--- src/rtl/bern_pkg.sv ---
package bern_pkg;

  localparam int unsigned LFSR_W = 16;
  localparam logic [LFSR_W-1:0] LANE_MASK = 16'h1F35;
  localparam logic [LFSR_W-1:0] ZERO_SUB  = 16'hACE1;

  // one step of the maximal-length shift register x^16+x^14+x^13+x^11+1
  function automatic logic [LFSR_W-1:0] lfsr_step(input logic [LFSR_W-1:0] s);
    return {s[LFSR_W-2:0], s[15] ^ s[13] ^ s[12] ^ s[10]};
  endfunction

  // per-lane seed derivation with zero substitution
  function automatic logic [LFSR_W-1:0] lane_seed(input logic [LFSR_W-1:0] seed,
                                                  input int unsigned     lane);
    logic [LFSR_W-1:0] m;
    m = seed ^ (LFSR_W'(lane) * LANE_MASK);
    return (m == '0) ? ZERO_SUB : m;
  endfunction

endpackage

--- src/rtl/bern_lane.sv ---
module bern_lane #(
  parameter int unsigned WW       = 8,
  parameter int unsigned LANE_IDX = 0,
  parameter logic [15:0] RST_SEED = 16'h0001
) (
  input  logic          clk,
  input  logic          rst_n,
  input  logic          step_en,
  input  logic          load_en,
  input  logic [15:0]   seed_val,
  input  logic [WW-1:0] weight,
  output logic          draw_bit
);
  import bern_pkg::*;

  logic [LFSR_W-1:0] state;
  logic [LFSR_W-1:0] nxt_state;
  logic [WW-1:0]     rnd_word;

  assign nxt_state = lfsr_step(state);
  assign rnd_word  = nxt_state[WW-1:0];
  assign draw_bit  = (rnd_word < weight);

  always_ff @(posedge clk) begin
    if (!rst_n)       state <= lane_seed(RST_SEED, LANE_IDX);
    else if (load_en) state <= lane_seed(seed_val, LANE_IDX);
    else if (step_en) state <= nxt_state;
  end

  // the register never reaches the all-zero lock-up value
  a_r7_state_nonzero: assert property (@(posedge clk) disable iff (!rst_n)
    state != '0);

  // without a load or a step the register holds its value
  a_r2_state_hold: assert property (@(posedge clk) disable iff (!rst_n)
    (!load_en && !step_en) |=> $stable(state));

endmodule

--- src/rtl/bern_popcnt.sv ---
module bern_popcnt #(
  parameter int unsigned N  = 8,
  parameter int unsigned CW = $clog2(N + 1)
) (
  input  logic [N-1:0]  bits_in,
  output logic [CW-1:0] sum_out
);
  localparam int unsigned P = 1 << $clog2(N);

  always_comb begin
    logic [CW-1:0] lvl [P];
    for (int i = 0; i < P; i++) begin
      lvl[i] = (i < N) ? CW'(bits_in[i]) : '0;
    end
    for (int span = P / 2; span >= 1; span = span / 2) begin
      for (int i = 0; i < span; i++) begin
        lvl[i] = lvl[2*i] + lvl[2*i+1];
      end
    end
    sum_out = lvl[0];
  end

endmodule

--- src/rtl/bern_array.sv ---
module bern_array #(
  parameter int unsigned WW       = 8,
  parameter int unsigned LANES    = 8,
  parameter logic [15:0] RST_SEED = 16'h0001,
  localparam int unsigned CW      = $clog2(LANES + 1)
) (
  input  logic          clk,
  input  logic          rst_n,
  input  logic          smp_req,
  input  logic [WW-1:0] weight,
  input  logic          seed_ld,
  input  logic [15:0]   seed_val,
  output logic          bit_out,
  output logic [CW-1:0] count_out,
  output logic          out_vld
);

  logic             draw_go;
  logic [LANES-1:0] lane_bits;
  logic [CW-1:0]    lane_sum;
  logic [LANES-1:0] bits_q;
  logic [CW-1:0]    count_q;
  logic             vld_q;

  // load wins over a simultaneous draw request
  assign draw_go = smp_req & ~seed_ld;

  for (genvar g = 0; g < LANES; g++) begin : g_lane
    bern_lane #(
      .WW       (WW),
      .LANE_IDX (g),
      .RST_SEED (RST_SEED)
    ) u_lane (
      .clk      (clk),
      .rst_n    (rst_n),
      .step_en  (draw_go),
      .load_en  (seed_ld),
      .seed_val (seed_val),
      .weight   (weight),
      .draw_bit (lane_bits[g])
    );
  end

  bern_popcnt #(.N(LANES), .CW(CW)) u_sum (
    .bits_in (lane_bits),
    .sum_out (lane_sum)
  );

  always_ff @(posedge clk) begin
    if (!rst_n) begin
      bits_q  <= '0;
      count_q <= '0;
      vld_q   <= 1'b0;
    end else begin
      vld_q <= draw_go;
      if (draw_go) begin
        bits_q  <= lane_bits;
        count_q <= lane_sum;
      end
    end
  end

  assign bit_out   = bits_q[0];
  assign count_out = count_q;
  assign out_vld   = vld_q;

  // a draw not overridden by a load yields a valid next cycle
  a_r5_vld_after_draw: assert property (@(posedge clk) disable iff (!rst_n)
    (smp_req && !seed_ld) |=> out_vld);

  // no valid without an accepted draw, and outputs hold
  a_r5_hold_idle: assert property (@(posedge clk) disable iff (!rst_n)
    !(smp_req && !seed_ld) |=> (!out_vld && $stable(count_out) && $stable(bit_out)));

  // zero weight gives a zero binomial count
  a_r3_zero_weight: assert property (@(posedge clk) disable iff (!rst_n)
    (smp_req && !seed_ld && weight == '0) |=> (count_out == '0 && !bit_out));

  // the count never exceeds the lane count
  a_r6_count_range: assert property (@(posedge clk) disable iff (!rst_n)
    count_out <= CW'(LANES));

  // lane 0 set implies a non-zero count
  a_r10_lane0_in_sum: assert property (@(posedge clk) disable iff (!rst_n)
    bit_out |-> (count_out != '0));

endmodule

--- config.mk ---
export PLATFORM = sky130hd
export DESIGN_NAME = bern_array
export DESIGN_NICKNAME = d
export VERILOG_FILES = /design/src/rtl/bern_pkg.sv /design/src/rtl/bern_lane.sv /design/src/rtl/bern_popcnt.sv /design/src/rtl/bern_array.sv
export SDC_FILE = /design/constraint.sdc
export NUM_CORES = 1
export LEC_CHECK = 0
export BUFFER_PORTS_ARGS = -buffer_cell sky130_fd_sc_hd__buf_2
export CAP_MARGIN = 20
export CORE_ASPECT_RATIO = 0.75
export CORE_MARGIN = 3
export CORE_UTILIZATION = 45
export DETAILED_ROUTE_END_ITERATION = 6
export HOLD_SLACK_MARGIN = 0.06
export MAX_ROUTING_LAYER = met4
export SYNTH_ARGS = -nofsm -noshare
export SYNTH_HDL_FRONTEND = slang
export SYNTH_SLANG_ARGS = --single-unit
--- constraint.sdc ---
create_clock -name clk -period 5 [get_ports clk]
set_clock_uncertainty 0.15 [all_clocks]
set_input_delay 1.5 -clock clk [delete_from_list [all_inputs] [get_ports clk]]
set_output_delay 1.5 -clock clk [all_outputs]
set_load 0.02 [all_outputs]
==> results.rst, run 1 <==
.. list-table::
   :header-rows: 1

   * - Metric
     - Value
   * - Post-CTS setup buffer count
     - 0
   * - Sinks on Clock Net
     - 134
   * - Crit-path leading delay family
     - adder cells
   * - Die boundary width
     - roughly 150 µm
   * - Clk pin slew, worst setup/hold paths
     - 0.06 ns
   * - Detailed-route wire length per cell
     - ~21 µm
   * - Standard cell area after detailed placement
     - between 7000 and 8000 µm²
   * - Power after layout
     - approximately 3.2 mW
   * - Count of flip-flops with a built-in enable after synthesis
     - 0
   * - Placement-stage worst setup slack
     - -0.291 ns
   * - Synthesized area per cell
     - ~9.3 µm²
   * - Slew @ Worst Pin
     - roughly 0.84 ns
   * - Final HPWL from detailed placement
     - roughly 16,000 µm
   * - Number of antenna violations at the first check in global routing
     - 0
   * - Area of the core
     - 16,100 µm²
   * - Skew-Pair Late Insertion Delay
     - around 0.42 ns
   * - Via count of the first global-routing pass
     - roughly 6,100
   * - Clock Tree Buf Depth
     - 2
   * - IR drop worst, VDD
     - 0.208 mV
   * - Final worst-path cycle share
     - between 90% and 100%
   * - Most instantiated flip-flop cell in the synthesis netlist
     - sky130_fd_sc_hd__dfxtp_1
   * - Vertical extent of the die
     - around 120 µm
   * - Critical Setup Path Class
     - in -> reg
   * - Critical-path cell with the highest stage delay
     - sky130_fd_sc_hd__a2111oi_0
   * - Post-synthesis cell count
     - ~800
   * - Type of origin of the critical path
     - input port
   * - Quantity of gates resized following cts
     - 0
   * - Final design instance area without fill
     - ~8500 µm²
   * - Fraction of layout cells with a size suffix above 1
     - between 10% and 20%
   * - Pin count of the biggest net entering global routing
     - 134
   * - Critical register-to-register path endpoint
     - count_out[2]$_SDFFE_PN0P_
   * - Global-route wire length before repair
     - ~34,000 µm
   * - Critical path buffer and inverter count
     - 7
   * - Area enclosed by the die boundary
     - about 18,000 µm²
   * - Standard-cell rows
     - 40
   * - Post-synthesis async set-or-reset flop share
     - 0%
   * - Overall fraction of global-route tracks in use
     - between 20% and 30%
   * - Count of vias placed by the detailed router
     - between 6,000 and 7,000
   * - Worst slew margin relative to its limit
     - between 40 and 50%
   * - Highest clock frequency the design can meet
     - about 0.21 GHz
   * - Placer Congestion
     - just under 0.9
   * - Endpoints failing setup
     - 0
   * - Result of the run
     - finished clean
   * - Critical path depth
     - 18
   * - Remaining antenna violation count after routing
     - 0
   * - Data arrival time of the worst path
     - 4.92 ns
   * - Min-delay worst type
     - reg -> reg
   * - End point of the critical path
     - count_out[2]$_SDFFE_PN0P_
   * - Number of nets produced by synthesis
     - 895
   * - First-iteration detailed-routing DRC count
     - between 500 and 600
   * - Kind of end point of the critical path
     - register
   * - TritonCTS clock tree
     - done
   * - Worst setup slack after layout
     - between 0.2 and 0.25 ns
   * - Final-layout worst hold slack
     - between 0.3 and 0.4 ns
   * - Number of buffer cells added on primary ports
     - 33
   * - Avg Vias per Cell
     - 5.95
   * - Startpoint of the most critical register-to-register path
     - g_lane[0].u_lane.state[4]$_SDFFE_PN0P_
   * - Root cell of the clock tree
     - sky130_fd_sc_hd__clkbuf_16
   * - Register-to-register setup slack
     - between 1 and 1.5 ns
   * - DRC
     - 0
   * - Number of cells on the worst reg-to-reg path
     - 14
   * - Total leakage power
     - between 3 and 4 nW
   * - I/O pin cnt
     - 34
   * - H-Tree Level Count
     - 4
   * - Routed wire length
     - 22,200 µm
   * - Number of hold violations in the final report
     - 0
   * - Cell area after synthesis
     - approximately 7400 µm²
   * - Crit path from
     - weight[1]
   * - Cell Pwr Density
     - approximately 370 nW/µm²
   * - Starting density of the core
     - roughly 46%
   * - GRT Residual Overflow
     - 0
   * - Critical path required time
     - ~5 ns
   * - Biggest fanout along the worst timing path
     - 6
   * - Total CTS buffers
     - 17
   * - Total of max-cap violations
     - 0
   * - RSZ-0062 raised after global routing
     - no
   * - Slew Limit Fails
     - 0
   * - Cell Chain, Critical Path
     - buf_2 > inv_1 > buf_12 > buf_4 > ha_1 > o21a_1 > o211ai_1 > a21oi_1 > a2111oi_0 > buf_4 > ha_1 > inv_1 > fa_1 > inv_1 > ha_1 > fa_1 > mux2i_1 > nor2_1
   * - Number of different library cells in the post-synthesis netlist
     - 47
   * - TritonRoute pass-1 iters
     - 5
   * - Yosys warning count
     - 0
   * - Worst stage delay on the critical path
     - just under 0.6 ns
   * - Synthesis-to-finish area growth
     - 14.7%
   * - Final net count
     - around 930
   * - Number of hold buffers added after cts
     - 0
   * - Sequential cell area fraction in the yosys report
     - between 30% and 40%
   * - Final critical delay including setup and external delays
     - between 4 and 5 ns
   * - Synth Register Bits
     - around 130
-- cell usage in the layout (no fill, tap or decap), types with 3 or more instances in the layout --
master                      count
sky130_fd_sc_hd__and4_1         6
sky130_fd_sc_hd__clkinv_4       3
sky130_fd_sc_hd__inv_1         20
sky130_fd_sc_hd__a21o_1         7
sky130_fd_sc_hd__o211ai_1      17
sky130_fd_sc_hd__a211oi_1      37
sky130_fd_sc_hd__o21a_1         9
sky130_fd_sc_hd__nand3_1        5
sky130_fd_sc_hd__nor2b_1        6
sky130_fd_sc_hd__dfxtp_1      134
sky130_fd_sc_hd__and2_1        46
sky130_fd_sc_hd__nand2b_1       9
sky130_fd_sc_hd__mux2_2        34
sky130_fd_sc_hd__nand4b_1       5
sky130_fd_sc_hd__a21oi_1       81
sky130_fd_sc_hd__buf_2         31
sky130_fd_sc_hd__o21ai_0       78
sky130_fd_sc_hd__nor4_1         3
sky130_fd_sc_hd__nand2_1       25
sky130_fd_sc_hd__bufinv_16      3
sky130_fd_sc_hd__xnor2_1       23
sky130_fd_sc_hd__nand4_1        6
sky130_fd_sc_hd__inv_6          4
sky130_fd_sc_hd__buf_12         3
sky130_fd_sc_hd__buf_4         29
sky130_fd_sc_hd__o221ai_1       4
sky130_fd_sc_hd__a31oi_1        7
sky130_fd_sc_hd__ha_1          61
sky130_fd_sc_hd__nor3_1         5
sky130_fd_sc_hd__a211o_1        6
sky130_fd_sc_hd__mux2i_1       55
sky130_fd_sc_hd__or3_1          3
sky130_fd_sc_hd__nor2_1        27
sky130_fd_sc_hd__fa_1           4
sky130_fd_sc_hd__clkbuf_16     17
sky130_fd_sc_hd__nor3b_1        8
-- worst register-to-register path, delay by kind of cell (launching register included) --
kind                       cells  cell delay (ns)
AOI/OAI and AO/OA              2             0.36
buffers and inverters          2             0.09
DFF                            1             0.36
adders and majority gates      6             2.22
and+or+nand+nor                3             0.40
muxes                          1             0.14
-- cell families after synthesis --
logic type / Yosys count / synth area share [%]
xor+xnor: 24 / 2.82
buf+inv: 69 / 4.08
simple gates: 163 / 12.4
mux: 89 / 12.5
fa+ha+maj: 66 / 11.5
flops: 134 / 36.0
compound gates: 256 / 20.6
-- power breakdown --
group | switching, mW | internal [mW]
registers | 0.0766 | 1.16
logic | 0.349 | 0.280
clock network | 0.499 | 0.806
total | 0.925 | 2.25
-- registers in the layout, indices dropped and copies added, names as in the netlist --
register	flops
g_lane.u_lane.state	128
count_out	4
bits_q	1
out_vld	1
-- per-layer routing --
layer	vias up	part of all wire (%)	GRT usage [%]
met5	-	0	-
met4	0	1.3	6.34
met3	30	7.9	6.93
met2	216	44	35.5
met1	3042	47	34.8
li1	3011	-	-
-- stage by stage --
step / TNS [ns] / utilization, % / std cells
5_1_grt: 0 / 53.0 / 1057
3_3_place_gp: -0.433 / 49.1 / 1025
6_report: 0 / 53.0 / 1058
2_1_floorplan: 0 / - / 801
4_1_cts: 0 / 52.9 / 1057
3_5_place_dp: -0.515 / 49.1 / 1025
-- worst min-delay path by stage --
stage / depth (start not counted) / end / start
after CTS: 2 / bits_q[0]$_SDFFE_PN0P_ / bits_q[0]$_SDFFE_PN0P_
after floorplan: 2 / g_lane[3].u_lane.state[11]$_SDFFE_PN1P_ / g_lane[3].u_lane.state[11]$_SDFFE_PN1P_
after global routing: 2 / bits_q[0]$_SDFFE_PN0P_ / bits_q[0]$_SDFFE_PN0P_
final: 2 / bits_q[0]$_SDFFE_PN0P_ / bits_q[0]$_SDFFE_PN0P_
after global placement: 2 / bits_q[0]$_SDFFE_PN0P_ / bits_q[0]$_SDFFE_PN0P_
after detailed placement: 2 / bits_q[0]$_SDFFE_PN0P_ / bits_q[0]$_SDFFE_PN0P_
-- layout make-up --
type / count / area, µm²
inverters: 20 / 75.1
fillers: 1487 / 7580
diodes: 1 / 2.50
flip-flops and latches: 134 / 2680
clock inverters: 12 / 166
clock buffers: 20 / 447
repair buffers: 63 / 433
well taps: 210 / 263
multi-input cells: 598 / 4470
-- cell usage after synthesis, types with 6 or more instances --
cell | number | area share (%)
sky130_fd_sc_hd__mux2i_1 | 55 | 7.4
sky130_fd_sc_hd__a211oi_1 | 37 | 3.7
sky130_fd_sc_hd__nand2_1 | 25 | 1.3
sky130_fd_sc_hd__buf_2 | 12 | 0.81
sky130_fd_sc_hd__nand4_1 | 6 | 0.50
sky130_fd_sc_hd__and4_1 | 6 | 0.71
sky130_fd_sc_hd__inv_1 | 20 | 1.0
sky130_fd_sc_hd__a31oi_1 | 7 | 0.59
sky130_fd_sc_hd__a211o_1 | 6 | 0.71
sky130_fd_sc_hd__dfxtp_1 | 134 | 36
sky130_fd_sc_hd__o211ai_1 | 17 | 1.7
sky130_fd_sc_hd__o21ai_0 | 79 | 5.3
sky130_fd_sc_hd__clkbuf_1 | 26 | 1.3
sky130_fd_sc_hd__and2_1 | 46 | 3.9
sky130_fd_sc_hd__nor2b_1 | 6 | 0.50
sky130_fd_sc_hd__ha_1 | 62 | 10
sky130_fd_sc_hd__nand2b_1 | 9 | 0.76
sky130_fd_sc_hd__nor3b_1 | 8 | 0.81
sky130_fd_sc_hd__a21oi_1 | 81 | 5.4
sky130_fd_sc_hd__mux2_2 | 34 | 5.1
sky130_fd_sc_hd__a21o_1 | 7 | 0.71
sky130_fd_sc_hd__xnor2_1 | 23 | 2.7
sky130_fd_sc_hd__o21a_1 | 9 | 0.91
sky130_fd_sc_hd__nor2_1 | 27 | 1.4
No activity file was read; power rests on OpenSTA's default activity.
==> inputs of run 2 (changes only) <==
BUFFER_PORTS_ARGS = default   (was -buffer_cell sky130_fd_sc_hd__buf_2)
DONT_BUFFER_PORTS = 1   (was default)
clock period = 4.8 ns   (was 5 ns; I/O delays follow)
==> results.rst, run 2 (synthesized netlist as in run 1, its figures left out) <==
.. list-table::
   :header-rows: 1

   * - Metric
     - Value
   * - Result of the run
     - finished clean
   * - Endpoints failing setup
     - 0
   * - Type of origin of the critical path
     - input port
   * - Avg Vias per Cell
     - around 6
   * - Starting density of the core
     - between 40% and 50%
   * - Slew @ Worst Pin
     - between 0.8 and 0.9 ns
   * - Final net count
     - between 800 and 900
   * - Number of cells on the worst reg-to-reg path
     - 14
   * - Critical Setup Path Class
     - in -> reg
   * - Placer Congestion
     - 0.922
   * - Final worst-path cycle share
     - a little over nine tenths
   * - Critical path required time
     - 4.95 ns
   * - Leading cell type in the layout, fill and taps excluded
     - sky130_fd_sc_hd__dfxtp_1
   * - IR drop worst, VDD
     - 0.164 mV
   * - H-Tree Level Count
     - 4
   * - Met2 layer wire length in the routed design
     - 9380 µm
   * - Synthesis-to-finish area growth
     - 10.5%
   * - Top metal layer carrying routed signals
     - met4
   * - Biggest fanout along the worst timing path
     - 5
   * - Final core occ
     - about 51%
   * - TritonCTS clock tree
     - done
   * - Detailed-route wire length per cell
     - 21.0 µm
   * - Number of buffer cells added on primary ports
     - 0
   * - Area enclosed by the die boundary
     - about 18,000 µm²
   * - Data arrival time of the worst path
     - 4.83 ns
   * - Count of vias placed by the detailed router
     - roughly 6,100
   * - Registers with the most flip-flops
     - g_lane.u_lane.state x128, count_out x4
   * - I/O pin cnt
     - 34
   * - Worst slew margin relative to its limit
     - between 40% and 50%
   * - Global-route wire length before repair
     - about 34,000 µm
   * - Quantity of gates resized following cts
     - 0
   * - Vertical extent of the die
     - roughly 120 µm
   * - Total met3 wirelength after detailed routing
     - roughly 1400 µm
   * - TritonRoute pass-1 iters
     - 5
   * - Largest reg by FF count
     - g_lane.u_lane.state
   * - Clk pin slew, worst setup/hold paths
     - approximately 0.060 ns
   * - Sinks on Clock Net
     - 134
   * - Filler Cell Count
     - 1,467
   * - DRC
     - 0
   * - Register-to-register setup slack
     - around 0.96 ns
   * - Kind of end point of the critical path
     - register
   * - Leading cell types in the layout, fill and taps excluded
     - sky130_fd_sc_hd__dfxtp_1 (134), sky130_fd_sc_hd__a21oi_1 (81), sky130_fd_sc_hd__o21ai_0 (78), sky130_fd_sc_hd__ha_1 (60), sky130_fd_sc_hd__mux2i_1 (55)
   * - GRT Residual Overflow
     - 0
   * - Standard-cell rows
     - 40
   * - RSZ-0062 raised after global routing
     - no
   * - Placement-stage worst setup slack
     - -0.261 ns
   * - Diode count
     - 0
   * - Remaining antenna violation count after routing
     - 0
   * - Number of antenna violations at the first check in global routing
     - 0
   * - Highest clock frequency the design can meet
     - around 0.21 GHz
   * - Number of flip-flops in the largest register
     - 128
   * - Final HPWL from detailed placement
     - about 15,000 µm
   * - Total leakage power
     - about 3.4 nW
   * - Die boundary width
     - 155 µm
   * - Power after layout
     - ~3.2 mW
   * - Number of hold violations in the final report
     - 0
   * - Post-CTS setup buffer count
     - 0
   * - Root cell of the clock tree
     - sky130_fd_sc_hd__clkbuf_16
   * - Via count of the first global-routing pass
     - 5,917
   * - Number of hold buffers added after cts
     - 0
   * - Cell Pwr Density
     - about 380 nW/µm²
   * - Clock Tree Buf Depth
     - 2
   * - Slew Limit Fails
     - 0
   * - Skew-Pair Late Insertion Delay
     - between 0.4 and 0.5 ns
   * - DRT met1 WL
     - ~10,000 µm
   * - Min-delay worst type
     - reg -> reg
   * - Routed wire length
     - between 20,000 and 25,000 µm
   * - Area of the core
     - ~16,000 µm²
   * - Pin count of the biggest net entering global routing
     - 135
   * - Worst setup slack after layout
     - around 0.12 ns
   * - Hold path cells
     - 2
   * - Final critical delay including setup and external delays
     - between 4 and 5 ns
   * - First-iteration detailed-routing DRC count
     - 760
   * - Fraction of layout cells with a size suffix above 1
     - between 10 and 15%
   * - Overall fraction of global-route tracks in use
     - about a quarter
   * - Total of max-cap violations
     - 0
   * - Total CTS buffers
     - 17
[run 2: changes by cell type in the layout (fill, tap and decap cells not counted), moves of 2 or more]
cell,delta
sky130_fd_sc_hd__clkinvlp_4,+3
sky130_fd_sc_hd__buf_2,-31
sky130_fd_sc_hd__buf_4,-10
sky130_fd_sc_hd__clkinv_2,+3
sky130_fd_sc_hd__inv_1,-2
sky130_fd_sc_hd__buf_12,-3
[run 2: routing by layer]
metal	vias up	track usage, %
li1	2920	-
met1	2959	34.7
met2	181	35.0
met3	32	4.57
met4	0	6.51
met5	-	-
[run 2: path summary, 6_finish.rpt]
check,startpoint,to
setup / recovery,weight[2],count_out[2]$_SDFFE_PN0P_
hold / removal,g_lane[7].u_lane.state[8]$_SDFFE_PN0P_,g_lane[7].u_lane.state[8]$_SDFFE_PN0P_
setup reg to reg,g_lane[0].u_lane.state[6]$_SDFFE_PN0P_,count_out[2]$_SDFFE_PN0P_
hold reg to reg,g_lane[7].u_lane.state[8]$_SDFFE_PN0P_,g_lane[7].u_lane.state[8]$_SDFFE_PN0P_
[run 2: cell type report]
class | count | area, µm² | share of cell area (%)
multi-input cells | 598 | 4480 | 54.4
flip-flops and latches | 134 | 2680 | 32.6
clock buffers | 18 | 429 | 5.22
well taps | 210 | 263 | 3.19
clock inverters | 14 | 150 | 1.82
repair buffers | 19 | 143 | 1.73
inverters | 20 | 82.6 | 1.00
[run 2: stage by stage]
step / TNS [ns] / instances / instance area [µm²] / hold WS, ns
finish: 0 / 1013 / 8230 / 0.393
global route: 0 / 1013 / 8230 / 0.411
CTS: 0 / 1013 / 8230 / 0.390
detailed placement: -0.466 / 981 / 7650 / 0.374
global placement: -0.399 / 981 / 7650 / 0.365
floorplan: 0 / 801 / 7470 / 0.344
[run 2: power breakdown]
| part | switching, mW | internal (mW) | total [mW] | leakage, nW |
|---|---|---|---|---|
| sequential | 0.0977 | 1.21 | 1.31 | 1.12 |
| clock | 0.526 | 0.769 | 1.29 | 0.277 |
| combinational | 0.284 | 0.270 | 0.554 | 1.96 |
[run 2: critical path, cell delays in order]
cell and delay (ns):
sky130_fd_sc_hd__inv_1 0.06, sky130_fd_sc_hd__buf_4 0.17, sky130_fd_sc_hd__ha_1 0.27, sky130_fd_sc_hd__o21a_1 0.10, sky130_fd_sc_hd__o21ai_0 0.06, sky130_fd_sc_hd__a21oi_1 0.28, sky130_fd_sc_hd__o221ai_1 0.23, sky130_fd_sc_hd__ha_1 0.25
sky130_fd_sc_hd__fa_1 0.51, sky130_fd_sc_hd__inv_1 0.06, sky130_fd_sc_hd__fa_1 0.55, sky130_fd_sc_hd__inv_1 0.05, sky130_fd_sc_hd__ha_1 0.20, sky130_fd_sc_hd__fa_1 0.43, sky130_fd_sc_hd__mux2i_1 0.14, sky130_fd_sc_hd__nor2_1 0.05
